[config.mk]
export PLATFORM = sky130hd
export DESIGN_NAME = dma_chan_regs
export DESIGN_NICKNAME = d
export VERILOG_FILES = /design/src/rtl/dma_regs_pkg.sv /design/src/rtl/dma_port_slot.sv /design/src/rtl/dma_chan_slot.sv /design/src/rtl/dma_chan_regs.sv
export SDC_FILE = /design/constraint.sdc
export NUM_CORES = 1
export LEC_CHECK = 0
export ABC_AREA = 0
export BUFFER_PORTS_ARGS = -buffer_cell sky130_fd_sc_hd__clkbuf_2
export CORE_UTILIZATION = 55
export CTS_CLUSTER_DIAMETER = 40
export DETAILED_ROUTE_END_ITERATION = 16
export GPL_TIMING_DRIVEN = 1
export PLACE_DENSITY = 0.85
export SLEW_MARGIN = 20
export SYNTH_ARGS = -nofsm -noshare
export SYNTH_HDL_FRONTEND = slang
export SYNTH_SLANG_ARGS = --single-unit
[constraint.sdc]
create_clock -name clk_i -period 2.78 [get_ports clk_i]
set_input_delay 0.417 -clock clk_i [delete_from_list [all_inputs] [get_ports clk_i]]
set_output_delay 0.417 -clock clk_i [all_outputs]
set_load 0.03 [all_outputs]
[src/rtl/dma_regs_pkg.sv]
package dma_regs_pkg;
  localparam logic [7:0] OFS_ID      = 8'h08;
  localparam logic [7:0] OFS_GCTRL   = 8'h10;
  localparam logic [7:0] OFS_POLL    = 8'h14;
  localparam logic [7:0] OFS_CSEL    = 8'h18;
  localparam logic [7:0] OFS_CCTRL   = 8'h1C;
  localparam logic [7:0] OFS_DBASE   = 8'h20;
  localparam logic [7:0] OFS_DCNT    = 8'h24;
  localparam logic [7:0] OFS_ISTAT   = 8'h28;
  localparam logic [7:0] OFS_IEN     = 8'h2C;
  localparam logic [7:0] OFS_PSEL    = 8'h40;
  localparam logic [7:0] OFS_PCTRL   = 8'h44;
  localparam logic [7:0] OFS_NODE_EN = 8'hF4;

  localparam int N_CAUSE   = 6;
  localparam int CAUSE_LSB = 1;
  localparam int CC_ON     = 0;
  localparam int CC_RST    = 1;
  localparam int CC_TX     = 8;
  localparam int CC_WT_LSB = 16;
  localparam int PL_EN     = 31;
  localparam int PL_DIV4   = 6;

  typedef struct packed {
    logic [3:0] swap;
    logic       drop;
    logic [1:0] tx_burst;
    logic [1:0] rx_burst;
  } port_cfg_t;
endpackage

[src/rtl/dma_port_slot.sv]
module dma_port_slot
  import dma_regs_pkg::*;
(
  input  logic      clk_i,
  input  logic      rst_ni,
  input  logic      wr_i,
  input  port_cfg_t cfg_i,
  output port_cfg_t cfg_o,
  output logic [31:0] rd_o
);
  port_cfg_t cfg_q;

  always_ff @(posedge clk_i or negedge rst_ni) begin
    if (!rst_ni) cfg_q <= '0;
    else if (wr_i) cfg_q <= cfg_i;
  end

  assign cfg_o = cfg_q;
  assign rd_o  = {20'b0, cfg_q.swap, 1'b0, cfg_q.drop, cfg_q.tx_burst, cfg_q.rx_burst, 2'b0};

  assert_port_hold_R9: assert property (@(posedge clk_i) disable iff (!rst_ni)
    !wr_i |=> $stable(cfg_q));
endmodule

[src/rtl/dma_chan_slot.sv]
module dma_chan_slot
  import dma_regs_pkg::*;
#(
  parameter int DLEN_W  = 8,
  parameter int RST_CYC = 4
) (
  input  logic               clk_i,
  input  logic               rst_ni,
  input  logic               glb_clr_i,
  input  logic               wr_ctrl_i,
  input  logic               wr_poll_i,
  input  logic               wr_base_i,
  input  logic               wr_cnt_i,
  input  logic               wr_stat_i,
  input  logic               wr_ien_i,
  input  logic [31:0]        wdata_i,
  input  logic [N_CAUSE-1:0] evt_i,
  output logic [31:0]        ctrl_rd_o,
  output logic [31:0]        poll_rd_o,
  output logic [31:0]        stat_rd_o,
  output logic [31:0]        ien_rd_o,
  output logic [31:0]        base_o,
  output logic [DLEN_W-1:0]  cnt_o,
  output logic               on_o,
  output logic               tx_o,
  output logic [1:0]         weight_o,
  output logic               irq_o
);
  localparam int RC_W = $clog2(RST_CYC + 1);

  logic [RC_W-1:0]    rst_cnt;
  logic               on_q, tx_q, pl_en_q, pl_div_q;
  logic [1:0]         wt_q;
  logic [N_CAUSE-1:0] stat_q, ien_q, clr_mask;
  logic [31:0]        base_q;
  logic [DLEN_W-1:0]  cnt_q;
  logic               busy, start, hold;

  assign busy     = (rst_cnt != '0);
  assign start    = wr_ctrl_i & wdata_i[CC_RST];
  assign hold     = start | busy | glb_clr_i;
  assign clr_mask = wr_stat_i ? wdata_i[CAUSE_LSB +: N_CAUSE] : '0;

  always_ff @(posedge clk_i or negedge rst_ni) begin
    if (!rst_ni) begin
      rst_cnt  <= '0;
      on_q     <= 1'b0;
      tx_q     <= 1'b0;
      wt_q     <= '0;
      pl_en_q  <= 1'b0;
      pl_div_q <= 1'b0;
      stat_q   <= '0;
      ien_q    <= '0;
      base_q   <= '0;
      cnt_q    <= '0;
    end else begin
      if (start)     rst_cnt <= RC_W'(RST_CYC);
      else if (busy) rst_cnt <= rst_cnt - 1'b1;

      if (wr_ctrl_i) begin
        tx_q <= wdata_i[CC_TX];
        wt_q <= wdata_i[CC_WT_LSB +: 2];
      end

      if (hold)           on_q <= 1'b0;
      else if (wr_ctrl_i) on_q <= wdata_i[CC_ON];

      // events beat a clearing write in the same cycle
      if (hold) stat_q <= '0;
      else      stat_q <= (stat_q & ~clr_mask) | evt_i;

      if (hold)          ien_q <= '0;
      else if (wr_ien_i) ien_q <= wdata_i[CAUSE_LSB +: N_CAUSE];

      if (wr_poll_i) begin
        pl_en_q  <= wdata_i[PL_EN];
        pl_div_q <= wdata_i[PL_DIV4];
      end
      if (wr_base_i) base_q <= wdata_i;
      if (wr_cnt_i)  cnt_q  <= wdata_i[DLEN_W-1:0];
    end
  end

  assign ctrl_rd_o = {14'b0, wt_q, 7'b0, tx_q, 6'b0, busy, on_q};
  assign poll_rd_o = {pl_en_q, 24'b0, pl_div_q, 6'b0};
  assign stat_rd_o = {{(31-N_CAUSE){1'b0}}, stat_q, 1'b0};
  assign ien_rd_o  = {{(31-N_CAUSE){1'b0}}, ien_q, 1'b0};
  assign base_o    = base_q;
  assign cnt_o     = cnt_q;
  assign on_o      = on_q;
  assign tx_o      = tx_q;
  assign weight_o  = wt_q;
  assign irq_o     = |(stat_q & ien_q);

  assert_reset_quiet_R4: assert property (@(posedge clk_i) disable iff (!rst_ni)
    busy |-> (!on_q && stat_q == '0 && ien_q == '0));

  assert_reset_bound_R4: assert property (@(posedge clk_i) disable iff (!rst_ni)
    rst_cnt <= RC_W'(RST_CYC));

  assert_event_sticks_R5: assert property (@(posedge clk_i) disable iff (!rst_ni)
    (evt_i != '0 && !hold) |=> ((stat_q & $past(evt_i)) == $past(evt_i)));

  assert_global_clear_R10: assert property (@(posedge clk_i) disable iff (!rst_ni)
    glb_clr_i |=> (!on_q && stat_q == '0 && ien_q == '0));
endmodule

[src/rtl/dma_chan_regs.sv]
module dma_chan_regs
  import dma_regs_pkg::*;
#(
  parameter int         N_CH    = 4,
  parameter int         N_PORT  = 2,
  parameter int         DLEN_W  = 8,
  parameter int         RST_CYC = 4,
  parameter logic [4:0] HW_REV  = 5'h15
) (
  input  logic                      clk_i,
  input  logic                      rst_ni,
  input  logic                      we_i,
  input  logic [7:0]                addr_i,
  input  logic [31:0]               wdata_i,
  output logic [31:0]               rdata_o,
  input  logic [N_CH*N_CAUSE-1:0]   evt_i,
  output logic [N_CH-1:0]           ch_on_o,
  output logic [N_CH-1:0]           ch_tx_o,
  output logic [2*N_CH-1:0]         ch_weight_o,
  output logic [32*N_CH-1:0]        ch_desc_base_o,
  output logic [DLEN_W*N_CH-1:0]    ch_desc_cnt_o,
  output logic [2*N_PORT-1:0]       port_rx_burst_o,
  output logic [2*N_PORT-1:0]       port_tx_burst_o,
  output logic                      irq_o
);
  localparam int CH_W = (N_CH > 1) ? $clog2(N_CH) : 1;
  localparam int PT_W = (N_PORT > 1) ? $clog2(N_PORT) : 1;
  localparam int RC_W = $clog2(RST_CYC + 1);

  logic [CH_W-1:0] ch_sel;
  logic [PT_W-1:0] pt_sel;
  logic [N_CH-1:0] node_en, ch_irq;
  logic [RC_W-1:0] g_cnt;
  logic            g_busy, g_start, glb_clr;
  logic [31:0]     id_word;
  port_cfg_t       pcfg_wr;

  logic [31:0] ctrl_rd [N_CH];
  logic [31:0] poll_rd [N_CH];
  logic [31:0] stat_rd [N_CH];
  logic [31:0] ien_rd  [N_CH];
  logic [31:0] base_rd [N_CH];
  logic [DLEN_W-1:0] cnt_rd [N_CH];
  logic [31:0] pctl_rd [N_PORT];

  assign g_busy  = (g_cnt != '0);
  assign g_start = we_i && addr_i == OFS_GCTRL && wdata_i[0];
  assign glb_clr = g_start | g_busy;
  assign id_word = {5'b0, 7'(N_CH), 4'(N_PORT), 11'b0, HW_REV};

  always_ff @(posedge clk_i or negedge rst_ni) begin
    if (!rst_ni) begin
      ch_sel  <= '0;
      pt_sel  <= '0;
      node_en <= '0;
      g_cnt   <= '0;
    end else begin
      if (we_i && addr_i == OFS_CSEL)    ch_sel  <= wdata_i[CH_W-1:0];
      if (we_i && addr_i == OFS_PSEL)    pt_sel  <= wdata_i[PT_W-1:0];
      if (we_i && addr_i == OFS_NODE_EN) node_en <= wdata_i[N_CH-1:0];
      if (g_start)     g_cnt <= RC_W'(RST_CYC);
      else if (g_busy) g_cnt <= g_cnt - 1'b1;
    end
  end

  for (genvar c = 0; c < N_CH; c++) begin : g_ch
    logic hit;
    assign hit = we_i && (ch_sel == CH_W'(c));
    dma_chan_slot #(.DLEN_W(DLEN_W), .RST_CYC(RST_CYC)) u_slot (
      .clk_i     (clk_i),
      .rst_ni    (rst_ni),
      .glb_clr_i (glb_clr),
      .wr_ctrl_i (hit && addr_i == OFS_CCTRL),
      .wr_poll_i (hit && addr_i == OFS_POLL),
      .wr_base_i (hit && addr_i == OFS_DBASE),
      .wr_cnt_i  (hit && addr_i == OFS_DCNT),
      .wr_stat_i (hit && addr_i == OFS_ISTAT),
      .wr_ien_i  (hit && addr_i == OFS_IEN),
      .wdata_i   (wdata_i),
      .evt_i     (evt_i[c*N_CAUSE +: N_CAUSE]),
      .ctrl_rd_o (ctrl_rd[c]),
      .poll_rd_o (poll_rd[c]),
      .stat_rd_o (stat_rd[c]),
      .ien_rd_o  (ien_rd[c]),
      .base_o    (base_rd[c]),
      .cnt_o     (cnt_rd[c]),
      .on_o      (ch_on_o[c]),
      .tx_o      (ch_tx_o[c]),
      .weight_o  (ch_weight_o[2*c +: 2]),
      .irq_o     (ch_irq[c])
    );
    assign ch_desc_base_o[32*c +: 32]        = base_rd[c];
    assign ch_desc_cnt_o[DLEN_W*c +: DLEN_W] = cnt_rd[c];
  end

  assign pcfg_wr = '{swap: wdata_i[11:8], drop: wdata_i[6],
                     tx_burst: wdata_i[5:4], rx_burst: wdata_i[3:2]};

  for (genvar p = 0; p < N_PORT; p++) begin : g_pt
    port_cfg_t cfg;
    dma_port_slot u_port (
      .clk_i  (clk_i),
      .rst_ni (rst_ni),
      .wr_i   (we_i && addr_i == OFS_PCTRL && pt_sel == PT_W'(p)),
      .cfg_i  (pcfg_wr),
      .cfg_o  (cfg),
      .rd_o   (pctl_rd[p])
    );
    assign port_rx_burst_o[2*p +: 2] = cfg.rx_burst;
    assign port_tx_burst_o[2*p +: 2] = cfg.tx_burst;
  end

  assign irq_o = |(ch_irq & node_en);

  logic ch_ok, pt_ok;
  assign ch_ok = (32'(ch_sel) < N_CH);
  assign pt_ok = (32'(pt_sel) < N_PORT);

  always_comb begin
    rdata_o = '0;
    unique case (addr_i)
      OFS_ID:      rdata_o = id_word;
      OFS_GCTRL:   rdata_o = {31'b0, g_busy};
      OFS_CSEL:    rdata_o = 32'(ch_sel);
      OFS_PSEL:    rdata_o = 32'(pt_sel);
      OFS_NODE_EN: rdata_o = 32'(node_en);
      OFS_POLL:    if (ch_ok) rdata_o = poll_rd[ch_sel];
      OFS_CCTRL:   if (ch_ok) rdata_o = ctrl_rd[ch_sel];
      OFS_DBASE:   if (ch_ok) rdata_o = base_rd[ch_sel];
      OFS_DCNT:    if (ch_ok) rdata_o = 32'(cnt_rd[ch_sel]);
      OFS_ISTAT:   if (ch_ok) rdata_o = stat_rd[ch_sel];
      OFS_IEN:     if (ch_ok) rdata_o = ien_rd[ch_sel];
      OFS_PCTRL:   if (pt_ok) rdata_o = pctl_rd[pt_sel];
      default:     rdata_o = '0;
    endcase
  end

  assert_irq_gated_R7: assert property (@(posedge clk_i) disable iff (!rst_ni)
    irq_o |-> (node_en != '0 && ch_irq != '0));

  assert_glb_bound_R10: assert property (@(posedge clk_i) disable iff (!rst_ni)
    g_cnt <= RC_W'(RST_CYC));

  assert_glb_quiet_R10: assert property (@(posedge clk_i) disable iff (!rst_ni)
    g_busy |-> (ch_on_o == '0 && !irq_o));
endmodule

==> flow_summary.rst, run 1 <==
.. list-table::
   :header-rows: 1

   * - Metric
     - Value
   * - Remaining design rule violation count
     - 0
   * - Outcome
     - finished, violations left
   * - I/O Pins
     - 284
   * - Number of failing setup endpoints in the final timing report
     - 13
   * - Sequential Area
     - ~6800 um2
   * - CTS Buffer Depth
     - 3
   * - Number of instances on the worst hold path
     - 3
   * - Leakage
     - 8.52 nW
   * - Total congestion overflow after global routing
     - 0
   * - Overall global routing resource usage
     - 33.9%
   * - Post-layout minimum cycle time
     - between 2000 and 3000 ps
   * - Failing checks
     - setup timing
   * - Power Dens Cells
     - 625 nW/um2
   * - Biggest fanout along the worst timing path
     - 6
   * - Post-synthesis cell type count
     - 51
   * - Post-synthesis sequential element count
     - 272
   * - Non-Filler Instances
     - approximately 1.6k
   * - Y dimension of the die
     - 157 um
   * - Total buffers and inverters traversed by the critical path
     - 3
   * - Fin Setup TNS
     - -491 ps
   * - Fin crit share
     - 105%
   * - Initial DRC Count
     - 1072
   * - Detailed placer's ending HPWL
     - 26700 um
   * - Worst ir drop on vdd
     - roughly 540 uV
   * - Crit path required time
     - 2360 ps
   * - Count of filler cells inserted in the layout
     - about 1.5k
   * - Fraction of registers with async set/reset
     - 100%
   * - CP Launch Type
     - register
   * - Master cell of the clock root buffer
     - clkbuf_16
   * - Post-route antenna net violation count
     - 0
   * - Stage delay of the slowest cell on the critical path
     - 590 ps
   * - Crit path kind
     - reg -> out
   * - Number of max-slew violations in the final report
     - 0
   * - Clock net sink count
     - roughly 270
   * - Worst Setup End Kind
     - primary output
   * - Placed Cells
     - 1544
   * - Clock skew after layout
     - between 30 and 40 ps
   * - Final nets
     - ~1.4k
   * - Post-layout total power
     - 10.6 mW
   * - Floorplan die width
     - 157 um
   * - Type of the worst min-delay path
     - in -> reg
   * - Share of layout cells above drive strength 1
     - 52.8%
   * - Summed instance area of the synthesized netlist
     - 13300 um2
   * - Max_slew headroom
     - 51.7%
   * - Number of iterations in the first detailed-routing pass
     - 5
   * - TritonCTS clock tree
     - built
   * - Average wire per standard cell
     - between 20 and 30 um
   * - Post-synth net total
     - between 1k and 1.5k
   * - Area delta synth->final
     - 27.6%
   * - Vias in the first global route
     - 10.7k
   * - Setup WS post-layout
     - -136 ps
   * - RSZ-0062 raised after global routing
     - true
   * - Master of the slowest instance on the critical path
     - mux4_2
   * - Via count normalized by instance count
     - approximately 6.3
   * - # Max-Cap Violations
     - 0
   * - Sequential area share after synthesis
     - 51.3%
   * - Clock latency reported for the late side of the worst-skew pair
     - approximately 530 ps
   * - Critical path depth in cells
     - 7
   * - Worst-case reg-to-reg path depth
     - 6
   * - Count of vias placed by the detailed router
     - 10.3k
   * - First-pass GRT wire length
     - 62600 um
   * - Number of input and output port buffers inserted
     - 283
   * - Most numerous cell on the critical path
     - buf_8
   * - Number of hold-slack violations in the final timing report
     - 0
   * - Number of antenna violations at the first check in global routing
     - 0
   * - Worst path top cell family by delay
     - multiplexers
   * - Core Rows
     - 56
   * - Post-Synthesis Mean Instance Area
     - 13.4 um2
   * - Largest net degree at the start of global routing
     - 95
   * - Top achievable clock speed
     - 0.343 GHz
   * - Worst path cell trace
     - buf_12, buf_8, mux4_2, nand2_2, a21oi_2, a211o_1, buf_8
   * - Register clock-pin slew on the reported worst setup and hold paths
     - about 60 ps
   * - Std-Cell Core Area
     - 23500 um2
   * - Number of buffers created by CTS
     - 36
   * - Antenna cells
     - 0
   * - Setup slack of the most critical reg-to-reg path
     - 350 ps
   * - Post-Synthesis Cells
     - 991
   * - Total area of multi-input combinational cells
     - 6100 um2
   * - Routed WL
     - 41000 um
   * - Number of enable-type register cells in the synthesized netlist
     - 0
   * - Slew at the pin closest to its max-slew limit
     - 725 ps
   * - Ys Warns
     - 0
   * - Total Die Area
     - roughly 25000 um2
   * - Main synth FF type
     - dfrtp_1
   * - Initial core utilization
     - 56.3%
   * - Final weighted congestion of routability-driven global placement
     - 0.938
   * - Number of H-tree levels
     - 2
   * - Critical path arrival
     - 2500 ps
layer usage:
layer / up-vias / routed length (um) / global-route usage [%]
li1: 4247 / - / -
met4: 0 / 2440 / 19.8
met5: - / 0 / 0
met2: 610 / 19900 / 53.7
met3: 182 / 3830 / 9.80
met1: 5220 / 14800 / 41.4
worst reg2reg max path: stages (launching register included):
cell and delay (ps):
dfrtp_4 520, buf_12 170, bufbuf_16 300, and3b_1 460, and3_1 480, mux2i_1 300
nor2_1 80
placed cells by master (no fill, tap or decap), types with 20 or more instances in the layout:
| cell type | netlist | routed |
|---|---|---|
| dfrtp_1 | 272 | 270 |
| clkbuf_2 | 0 | 251 |
| mux2_2 | 191 | 191 |
| nor2_1 | 68 | 68 |
| mux4_2 | 58 | 58 |
| mux2i_1 | 43 | 43 |
| buf_4 | 20 | 42 |
| clkbuf_16 | 0 | 38 |
| nand4_1 | 30 | 30 |
| nand2_1 | 34 | 29 |
| a21oi_1 | 28 | 26 |
| nand3_1 | 22 | 20 |
stage by stage:
| step | worst slack, ps | hold WS (ps) | instance area, um2 | utilization (%) |
|---|---|---|---|---|
| CTS | -69.5 | 95.8 | 16800 | 71.6 |
| floorplan | 232 | 121 | 13300 | - |
| detailed placement | 215 | 483 | 15100 | 64.1 |
| global placement | 226 | 472 | 15100 | 64.1 |
| global route | -144 | 103 | 16900 | 71.9 |
| finish | -136 | 102 | 16900 | 71.9 |
worst paths after layout:
check | startpoint | end
max reg2reg | ch_sel[0] | g_ch[2].u_slot.ien_q[1]
max | ch_sel[0] | rdata_o[1]
min in group asynchronous | rst_ni | g_ch[3].u_slot.stat_q[5]
max in group asynchronous | rst_ni | g_ch[3].u_slot.stat_q[0]
min reg2reg | g_ch[2].u_slot.pl_en_q | g_ch[2].u_slot.pl_en_q
min | evt_i[0] | g_ch[0].u_slot.stat_q[0]
cells by family after synthesis:
group	synth area share [%]
compound gates	3.85
xor+xnor	0.330
fa+ha+maj	0.943
buf+inv	3.77
flops	51.3
mux	30.7
simple gates	9.11
cell usage after synthesis (2+ instances only):
master     number  area (um2)
a22o_1          4        35.0
a211oi_1        4        30.0
buf_1           8        30.0
xnor2_1         5        43.8
a21oi_1        28         140
buf_2          37         185
nor2_1         68         255
o2111ai_1       3        26.3
mux2_2        191        2150
ha_1           10         125
nand4_1        30         188
mux2_1         16         180
nor4b_4         3        71.3
buf_4          20         150
and3b_1         2        17.5
dfrtp_1       272        6810
nand2b_1        5        31.3
mux4_2         58        1310
and3_1         23         144
and4_1          3        26.3
nor3_1          3        15.0
nand4b_1        3        26.3
a211o_1         3        26.3
nand3b_1        2        15.0
o21ai_0         6        30.0
mux2i_1        43         430
a32oi_1         2        17.5
clkbuf_1       25        93.8
a22oi_1        19         143
nor4_1          2        12.5
o211ai_1        2        15.0
nand2_1        34         128
nor2b_1         5        31.3
nand3_1        22         110
inv_1          11        41.3
and2_1          4        25.0
power by group:
part / internal [mW] / leakage [nW] / switching [mW] / total (mW)
Combinational: 0.518 / 4.13 / 0.736 / 1.25
Sequential: 4.15 / 3.75 / 0.150 / 4.30
Clock: 3.23 / 0.641 / 1.79 / 5.02
Total: 7.90 / 8.52 / 2.68 / 10.6
registers in the layout (all words and copies together), names as in the netlist, 8 cells and up:
signal and flops:
g_ch.u_slot.base_o 128, g_ch.u_slot.cnt_o 32, g_ch.u_slot.ien_q 24, g_ch.u_slot.stat_q 24, g_pt.u_port.cfg_o 18, g_ch.u_slot.rst_cnt 12
g_ch.u_slot.weight_o 8
cell type report:
type	instances	area share, %
clock inverter	17	1.60
tap	319	2.36
sequential	272	40.3
timing repair buffer	342	13.3
multi-input combinational	618	36.0
clock buffer	48	6.19
inverter	11	0.244
timing repair:
| item | CTS | global route |
|---|---|---|
| endpoints found under the hold margin | 89 | 0 |
| resized for setup | 60 | 43 |
| gates cloned | 2 | 0 |
| hold buffers | 1 | 0 |
| setup endpoints to repair | 32 | 32 |
| setup buffers | 14 | 2 |
| pin swaps | 11 | 7 |
No activity file was read; power rests on OpenSTA's default activity.
==> run 2, diff against run 1 <==
--- a/config.mk
+++ b/config.mk
@@ -16,3 +16,4 @@
 export SYNTH_ARGS = -nofsm -noshare
 export SYNTH_HDL_FRONTEND = slang
 export SYNTH_SLANG_ARGS = --single-unit
+export TNS_END_PERCENT = 30
==> run 2 against run 1 <==
  * The flow still finishes with violations (setup timing)
  * Combinational power hardly changed
  * Register-to-register slack hardly changed
  * Via count hardly changed
  * Setup slack improved by 52 ps
  * Hold slack worse by 1.9 ps
  * Fmax is 1.8% higher
  * Clock power hardly changed
  * First-iteration DRC count up 11%
  * Critical path depth did not move
  * Utilization decreased by 0.35 points
  * Final cell count decreased by 0.37%
  * Total power shrank 0.23%
  * Critical path type unchanged
  * Critical endpoint is now rdata_o[5]
  * Largest cell class unchanged
  * Highest routed layer unchanged
==> flow_summary.rst, run 2 (synthesized netlist as in run 1, its figures left out) <==
.. list-table::
   :header-rows: 1

   * - Metric
     - Value
   * - Fin crit share
     - 103% (was 105%)
   * - Failing checks
     - setup timing (unchanged)
   * - Average wire per standard cell
     - 25.0 um (was 25.2 um)
   * - Area delta synth->final
     - 27.0% (was 27.6%)
   * - Setup slack of the most critical reg-to-reg path
     - 340 ps (was 350 ps)
   * - Commonest non-fill, non-tap cell in the layout
     - dfrtp_1 (unchanged)
   * - Register clock-pin slew on the reported worst setup and hold paths
     - 60 ps (about the same)
   * - Crit path kind
     - reg -> out (unchanged)
   * - Antenna cells
     - 0 (unchanged)
   * - Worst r2r dst
     - g_ch[2].u_slot.ien_q[3] (was g_ch[2].u_slot.ien_q[1])
   * - Sink of the worst hold path
     - g_ch[0].u_slot.stat_q[1] (was g_ch[0].u_slot.stat_q[0])
   * - Total congestion overflow after global routing
     - 0 (unchanged)
   * - Critical path arrival
     - 2450 ps (was 2500 ps)
   * - Flop pwr share
     - 40.8% (was 40.7%)
   * - Floorplan die width
     - 157 um (unchanged)
   * - First-pass GRT wire length
     - 62300 um (was 62600 um)
   * - Worst-case reg-to-reg path depth
     - 6 (unchanged)
   * - # Max-Cap Violations
     - 0 (unchanged)
   * - Biggest fanout along the worst timing path
     - 6 (unchanged)
   * - Type of the worst min-delay path
     - in -> reg (unchanged)
   * - Clock net sink count
     - 272 (unchanged)
   * - Y dimension of the die
     - 157 um (unchanged)
   * - RSZ-0062 raised after global routing
     - true (unchanged)
   * - Outcome
     - finished, violations left (unchanged)
   * - Worst ir drop on vdd
     - 542 uV (about the same)
   * - Tightest hold margin
     - 99.9 ps (was 102 ps)
   * - Number of H-tree levels
     - 2 (unchanged)
   * - Number of instances on the worst hold path
     - 3 (unchanged)
   * - Final weighted congestion of routability-driven global placement
     - 0.938 (unchanged)
   * - Number of antenna violations at the first check in global routing
     - 0 (unchanged)
   * - Number of failing setup endpoints in the final timing report
     - 11 (was 13)
   * - Largest net degree at the start of global routing
     - 95 (unchanged)
   * - Via count normalized by instance count
     - 6.33 (was 6.31)
   * - Remaining design rule violation count
     - 0 (unchanged)
   * - Share of layout cells above drive strength 1
     - 52.7% (was 52.8%)
   * - Startpoint of the most critical register-to-register path
     - ch_sel[0] (unchanged)
   * - I/O Pins
     - 284 (unchanged)
   * - Core Rows
     - 56 (unchanged)
   * - Worst Setup End Kind
     - primary output (unchanged)
   * - Count of vias placed by the detailed router
     - 10.3k (about the same)
   * - Max reg flops
     - 128 (unchanged)
   * - Clock latency reported for the late side of the worst-skew pair
     - 530 ps (about the same)
   * - Max_slew headroom
     - 51.3% (was 51.7%)
   * - Post-route antenna net violation count
     - 0 (unchanged)
   * - TritonCTS clock tree
     - built (unchanged)
   * - CP Launch Type
     - register (unchanged)
   * - Fin Setup TNS
     - -442 ps (was -491 ps)
   * - Master cell of the clock root buffer
     - clkbuf_16 (unchanged)
   * - Number of hold-slack violations in the final timing report
     - 0 (unchanged)
   * - Initial DRC Count
     - 1192 (was 1072)
   * - Slew at the pin closest to its max-slew limit
     - 731 ps (was 725 ps)
   * - Crit path required time
     - 2360 ps (about the same)
   * - Number of input and output port buffers inserted
     - 283 (unchanged)
   * - Power Dens Cells
     - 626 nW/um2 (was 625 nW/um2)
   * - Internal power summed over all cells
     - 7.89 mW (was 7.90 mW)
   * - Vias in the first global route
     - 10.6k (was 10.7k)
   * - Most frequent cells in the layout
     - dfrtp_1 (270), clkbuf_2 (251), mux2_2 (191), nor2_1 (68), mux4_2 (58) (unchanged)
   * - Post-layout minimum cycle time
     - 2860 ps (was 2920 ps)
   * - Number of buffers created by CTS
     - 36 (unchanged)
   * - Overall global routing resource usage
     - 33.7% (was 33.9%)
   * - Std-Cell Core Area
     - 23500 um2 (unchanged)
   * - Net switching fraction of the power
     - 25.2% (was 25.3%)
   * - Routed WL
     - 40500 um (was 41000 um)
   * - Detailed placer's ending HPWL
     - 26700 um (unchanged)
   * - Number of max-slew violations in the final report
     - 0 (unchanged)
   * - Number of iterations in the first detailed-routing pass
     - 5 (unchanged)
   * - Setup WS post-layout
     - -84.2 ps (was -136 ps)
   * - Post-layout total power
     - 10.6 mW (about the same)
   * - Startpoint of the lowest-slack hold path
     - evt_i[1] (was evt_i[0])
   * - Switching power
     - 2.66 mW (was 2.68 mW)
   * - Power share of the combinational group
     - 11.7% (was 11.9%)
   * - Clock skew after layout
     - 41.1 ps (was 38.6 ps)
   * - Clock network power share
     - 47.5% (about the same)
   * - Total Die Area
     - 24700 um2 (unchanged)
   * - Initial core utilization
     - 56.3% (unchanged)
   * - Top achievable clock speed
     - 0.349 GHz (was 0.343 GHz)
   * - Leakage
     - 8.48 nW (was 8.52 nW)
   * - CTS Buffer Depth
     - 3 (unchanged)
   * - Final nets
     - 1352 (was 1358)
[run 2: area by class of cell]
class                   instances  area [um2]
clock inverters                17         272
inverters                      11        41.3
multi-input cells             618        6090
well taps                     319         399
flip-flops and latches        272        6810
fillers                      1521        6700
repair buffers                336        2180
clock buffers                  48        1050
[run 2: routing by layer]
| layer | global-route usage (%) | routed length [um] |
|---|---|---|
| met1 | 41.9 | 15100 |
| met2 | 53.1 | 19500 |
| met3 | 8.76 | 3530 |
| met4 | 20.1 | 2410 |
| met5 | 0 | 0 |
[run 2: how the worst max path moves through the flow]
| stage | to | slack [ps] | cells past startpoint | startpoint |
|---|---|---|---|---|
| detailed placement | rdata_o[4] | 220 | 5 | ch_sel[0] |
| CTS | rdata_o[1] | -70 | 7 | ch_sel[0] |
| global placement | rdata_o[0] | 230 | 5 | ch_sel[0] |
| floorplan | rdata_o[5] | 230 | 5 | addr_i[2] |
| finish | rdata_o[5] | -80 | 7 | ch_sel[0] |
| global route | rdata_o[5] | -120 | 7 | ch_sel[0] |
[run 2: timing repair]
item,CTS,global route
hold buffers,1,0
endpoints found under the setup margin,32,32
cloned,2,0
setup buffers,9,1
pin swaps,11,4
hold endpoints to repair,89,0
gates resized for setup,59,37
[run 2: power by group through the flow]
stage / combinational (mW) / clock [mW] / sequential, mW
CTS: 1.24 / 5.06 / 4.30
global placement: 1.11 / 0 / 4.36
floorplan: 0.730 / 0 / 4.38
finish: 1.23 / 5.01 / 4.31
detailed placement: 1.18 / 0 / 4.37
global route: 1.35 / 5.22 / 4.33
[run 2: per-stage QoR]
stage	setup WS [ps]	utilization [%]	std cells	area [um2]
CTS	-69.5	71.4	1621	16800
global placement	226	64.1	1544	15100
global route	-119	71.6	1621	16800
detailed placement	215	64.1	1544	15100
finish	-84.2	71.6	1621	16800
floorplan	232	-	991	13300
[run 2: critical path, stage by stage, from the launching register on]
cell      delay (ps)
dfrtp_4          460
buf_12           160
buf_8            140
mux4_2           490
mux2i_1          170
o22a_1           220
o21ai_2           90
clkbuf_8         170
